**config.mk**
```make
export PLATFORM = sky130hd
export DESIGN_NAME = sram_fifo_ctrl
export DESIGN_NICKNAME = d
export VERILOG_FILES = /design/src/rtl/sram_fifo_ctrl.sv
export SDC_FILE = /design/constraint.sdc
export NUM_CORES = 1
export LEC_CHECK = 0
export BUFFER_PORTS_ARGS = -buffer_cell sky130_fd_sc_hd__buf_2
export CAP_MARGIN = 0
export CORE_UTILIZATION = 35
export CTS_CLUSTER_DIAMETER = 200
export CTS_CLUSTER_SIZE = 28
export DETAILED_ROUTE_END_ITERATION = 10
export SETUP_SLACK_MARGIN = 0.1
export SLEW_MARGIN = 20
export SYNTH_ARGS = -nofsm -noshare
export SYNTH_HDL_FRONTEND = slang
export SYNTH_SLANG_ARGS = --single-unit
```
**constraint.sdc**
```tcl
create_clock -name clk -period 2.9 [get_ports clk]
set_clock_uncertainty 0.1 [all_clocks]
set_input_delay 0.29 -clock clk [delete_from_list [all_inputs] [get_ports clk]]
set_output_delay 0.29 -clock clk [all_outputs]
set_load 0.02 [all_outputs]
```
**src/rtl/sram_fifo_ctrl.sv**
```systemverilog
module sram_fifo_ctrl #(
  parameter int CW    = 20,
  parameter int DW    = 16,
  parameter int DEPTH = (1 << CW) - 1
) (
  input  logic          clk,
  input  logic          rst_n,
  input  logic          wr_req,
  input  logic [DW-1:0] wr_data,
  output logic          wr_gnt,
  input  logic          rd_req,
  output logic          rd_gnt,
  output logic [DW-1:0] rd_data,
  output logic          rd_valid,
  output logic [CW-1:0] level,
  output logic          full,
  output logic          empty,
  output logic [CW-1:0] sram_addr,
  output logic [DW-1:0] sram_wdata,
  input  logic [DW-1:0] sram_rdata,
  output logic          sram_we,
  output logic          sram_oe
);
  localparam logic [CW-1:0] LAST = CW'(DEPTH - 1);
  localparam logic [CW-1:0] TOP  = CW'(DEPTH);

  typedef enum logic [1:0] {IDLE, PH1, PH2} st_t;
  st_t st;

  logic          op_wr, last_wr;
  logic [CW-1:0] wptr, rptr, cnt;
  logic [DW-1:0] wbuf;
  logic          idle, wr_ok, rd_ok, pick_wr;

  assign idle    = (st == IDLE);
  assign full    = (cnt == TOP);
  assign empty   = (cnt == '0);
  assign level   = cnt;
  assign wr_ok   = wr_req && !full;
  assign rd_ok   = rd_req && !empty;
  assign pick_wr = wr_ok && (!rd_ok || !last_wr);
  assign wr_gnt  = idle && pick_wr;
  assign rd_gnt  = idle && rd_ok && !pick_wr;

  assign sram_we    = !idle && op_wr;
  assign sram_oe    = !idle && !op_wr;
  assign sram_addr  = op_wr ? wptr : rptr;
  assign sram_wdata = wbuf;

  function automatic logic [CW-1:0] step(input logic [CW-1:0] p);
    return (p == LAST) ? '0 : p + 1'b1;
  endfunction

  always_ff @(posedge clk) begin
    if (!rst_n) begin
      st       <= IDLE;
      op_wr    <= 1'b0;
      last_wr  <= 1'b0;
      wptr     <= '0;
      rptr     <= '0;
      cnt      <= '0;
      wbuf     <= '0;
      rd_data  <= '0;
      rd_valid <= 1'b0;
    end else begin
      rd_valid <= 1'b0;
      case (st)
        IDLE: if (wr_gnt || rd_gnt) begin
          st      <= PH1;
          op_wr   <= wr_gnt;
          last_wr <= wr_gnt;
          if (wr_gnt) wbuf <= wr_data;
        end
        PH1: st <= PH2;
        default: begin
          st <= IDLE;
          if (op_wr) begin
            wptr <= step(wptr);
            cnt  <= cnt + 1'b1;
          end else begin
            rptr     <= step(rptr);
            cnt      <= cnt - 1'b1;
            rd_data  <= sram_rdata;
            rd_valid <= 1'b1;
          end
        end
      endcase
    end
  end

  assert_strobe_excl_R10: assert property (@(posedge clk) disable iff (!rst_n)
    !(sram_we && sram_oe));
  assert_one_grant_R10: assert property (@(posedge clk) disable iff (!rst_n)
    !(wr_gnt && rd_gnt));
  assert_no_overflow_R6: assert property (@(posedge clk) disable iff (!rst_n)
    full |-> !wr_gnt);
  assert_no_underflow_R7: assert property (@(posedge clk) disable iff (!rst_n)
    empty |-> !rd_gnt);
  assert_bound_R5: assert property (@(posedge clk) disable iff (!rst_n)
    level <= TOP);
  assert_two_cycle_R2: assert property (@(posedge clk) disable iff (!rst_n)
    (wr_gnt ##1 sram_we) |=> sram_we);
  assert_we_ends_R2: assert property (@(posedge clk) disable iff (!rst_n)
    (sram_we && $past(sram_we)) |=> !sram_we);
  assert_count_up_R4: assert property (@(posedge clk) disable iff (!rst_n)
    (sram_we && $past(sram_we)) |=> level == $past(level) + 1'b1);
  assert_count_down_R4: assert property (@(posedge clk) disable iff (!rst_n)
    (sram_oe && $past(sram_oe)) |=> (level == $past(level) - 1'b1) && rd_valid);
  assert_alternate_R8: assert property (@(posedge clk) disable iff (!rst_n)
    (idle && wr_ok && rd_ok && last_wr) |-> rd_gnt);
  assert_busy_R10: assert property (@(posedge clk) disable iff (!rst_n)
    (sram_we || sram_oe) |-> !(wr_gnt || rd_gnt));
endmodule

```
==> metrics.csv <==
stage,metric,value,unit
logic_synthesis,synthXorXnorAreaFrac,8.46,%
sta,slew_headroom,47.6,%
logic_synthesis,netlist_top_cells_area,"dfxtp_1, ha_1, nand2_1",
die,die-height,124,µm
finish,fin_nets,762,
logic_synthesis,synthFlopType,dfxtp_1,
route,first_iter_violations,227,
global_route,overflow,0,
sta,rsz0062_at_grt,yes,
logic_synthesis,synth_top_area_share,37.1,%
logic_synthesis,async_reset_ff_share,0,%
sta,maxSlewViolCount,0,
clock_network,clk_latency,0.35,ns
clock_network,cts-root-buf,clkbuf_16,
die,start_util,35.8,%
clock_network,cts_buffers,9,
place,io_buffers,114,
place,hpwl,9.52,mm
sta,setup_viol,0,
global_route,grt_max_degree,36,
route,postRouteAntennaNets,0,
logic_synthesis,synthAdderAreaFrac,5.70,%
critical_path,critPathMaxFanout,5,
power,powerDensity,860,nW/µm²
worst_hold_path,hp-class,primary input to flop,
critical_path,arrival,2.95,ns
route,via_per_inst,5.17,
logic_synthesis,ys_ff_latch,96,
logic_synthesis,synth_top_family_by_area,simple AND/OR/NAND/NOR gates,
critical_path,start_kind,flop,
finish,layout_common_cells,"buf_2, dfxtp_1, nand2_1",
logic_synthesis,syn-instance-count,588,
global_route,antenna_found_initial,0,
clock_network,cts_tree,done,
critical_path,worstPathRequired,3.09,ns
clock_network,clkTransAtPathRegs,0.07,ns
logic_synthesis,synth-simple-area-share,23.8,%
finish,synthToLayoutAreaGrowth,22.2,%
finish,final_layout_size_suffix_gt1_share,26.6,%
route,wire_per_inst,14.8,µm
clock_network,cts_buffer_depth,2,
clock_network,htreeDepth,3,
logic_synthesis,ys_seq_area_share,37.1,%
die,die_w,124,µm
run_status,status,"finished, final reports clean",
finish,num_antenna_cells,0,
global_route,grt_pass1_vias,4257,
sta,worst_slew_pin_slew,0.786,ns
global_route,globalRouteTotalUtil,17.8,%
die,die_area,15300,µm²
logic_synthesis,synthMuxAreaShare,8.34,%
die,rows,44,
clock_network,cts_num_sinks,96,
finish,final_common_cell,buf_2,
logic_synthesis,synth_area_leader_cell,dfxtp_1,
sta,hold_viol,0,
logic_synthesis,synth.cell_area,5180,µm²
place,place_congestion,0.909,
logic_synthesis,ys_warn_count,0,
logic_synthesis,synth_edf_count,0,
power,p_leak,2.78,nW
die,coreArea,14500,µm²
logic_synthesis,syn_avg_cell_area,8.80,µm²
run,cap_viol_max_count,0,
sta,period_needed,2.76,ns
die,ioPinCount,115,
global_route,grt_pass1_wl,21.0,mm
sta,post-route-period-util,95.1,%
route,dr.pass1.iters,5,
logic_synthesis,syn_nets,647,
critical_path,critPathCaptureType,flop,
critical_path,path_class,flop to flop,
route,drc_errors,0,
power,ir_drop,0.589,mV
sta,setup_tns,0,ns
logic_synthesis,synth.distinct_cells,64,
route,num_vias,4610,
sta,clock.fmax,363,MHz
finish,utilization,43.7,%
logic_synthesis,synth-compound-area-share,12.8,%
route,wl,13.2,mm
## critical path, stage by stage, from the launching register on
cell and delay, ns:
dfxtp_2 0.39, clkinvlp_4 0.17, buf_4 0.20, ha_1 0.38, nand2_1 0.12, o21ai_0 0.27, a211o_1 0.29, o211ai_1 0.16
or4_1 0.53, nand4_1 0.09
## per-stage QoR
stage	power (mW)	std cells	setup slack, ns	instance area, µm²	hold slack [ns]
4_1_cts	5.37	889	0.115	6250	0.0612
5_1_grt	5.81	892	0.0172	6320	0.0659
6_report	5.44	892	0.143	6320	0.0801
3_5_place_dp	4.07	873	0.138	5940	0.354
2_1_floorplan	3.43	588	0.306	5180	0.331
3_3_place_gp	4.05	873	0.217	5940	0.346
## report_power, final
part	total [mW]	internal, mW	switching, mW
sequential	1.67	1.47	0.192
clock	1.27	0.689	0.582
combinational	2.50	1.01	1.49
total	5.44	3.17	2.26
## path summary, 6_finish.rpt
check / from / to / slack [ns] / cells past startpoint
worst min-delay path: sram_rdata[2] / rd_data[2]$_SDFFE_PN0P_ / 0.08 / 3
worst max-delay path: last_wr$_SDFFE_PN0P_ / level[18]$_SDFFE_PN0N_ / 0.14 / 9
worst max register to register: last_wr$_SDFFE_PN0P_ / level[18]$_SDFFE_PN0N_ / 0.14 / 9
worst min register to register: rd_data[14]$_SDFFE_PN0P_ / rd_data[14]$_SDFFE_PN0P_ / 0.36 / 2
## cell type report
class	count	area, µm²
Timing Repair Buffer	128	676
Inverter	16	63.8
Fill cell	1424	8160
Sequential cell	96	1920
Clock buffer	9	225
Clock inverter	7	91.3
Multi-Input combinational cell	451	3110
Tap cell	184	230
Timing Repair inverter	1	7.51
## cell usage after synthesis, drive strengths merged (2+ instances only)
cell type and count:
a32oi 2, o311a 2, nand2 73, ha 22
xnor2 22, nor3 7, a32o 2, mux2 17
o2111ai 3, a211oi 2, a31oi 3, dfxtp 96
a21o 6, and2 11, a21oi 15, mux2i 24
a21boi 20, nor2 55, nor2b 28, and3 13
a41oi 2, nand3 19, nor4 6, nand4 19
o31ai 3, or4 4, xor2 28, buf 11
o211ai 4, inv 16, nand2b 2, or3 2
clkbuf 14, a221oi 2, o21ai 16, and4 3
## sequential cells by signal, summed over array words and instances, names as in the netlist
name	cells
st	2
wptr	20
sram_wdata	16
last_wr	1
rd_valid	1
rptr	20
level	20
rd_data	16
## cells by family after synthesis
logic type	Yosys count
adder cells (fa/ha/maj)	23
flip-flops	96
buffers and inverters	41
XOR/XNOR	50
multiplexers	41
AND/OR/NAND/NOR	246
AO/OA/AOI/OAI	91
## what timing repair did
item	CTS	global route
setup endpoints to repair	0	6
resized for setup	0	12
hold endpoints to repair	0	0
hold buffers	0	0
buffers inserted	0	2
## routing by layer
layer / GRT usage (%) / share of wire [%] / vias up
met4: 4.07 / 1.1 / 0
met3: 4.76 / 4.6 / 9
met1: 22.6 / 47 / 2183
met5: 0 / 0 / -
li1: - / - / 2288
met2: 30.0 / 47 / 130
Note: power is estimated with default switching activity, not from simulation.
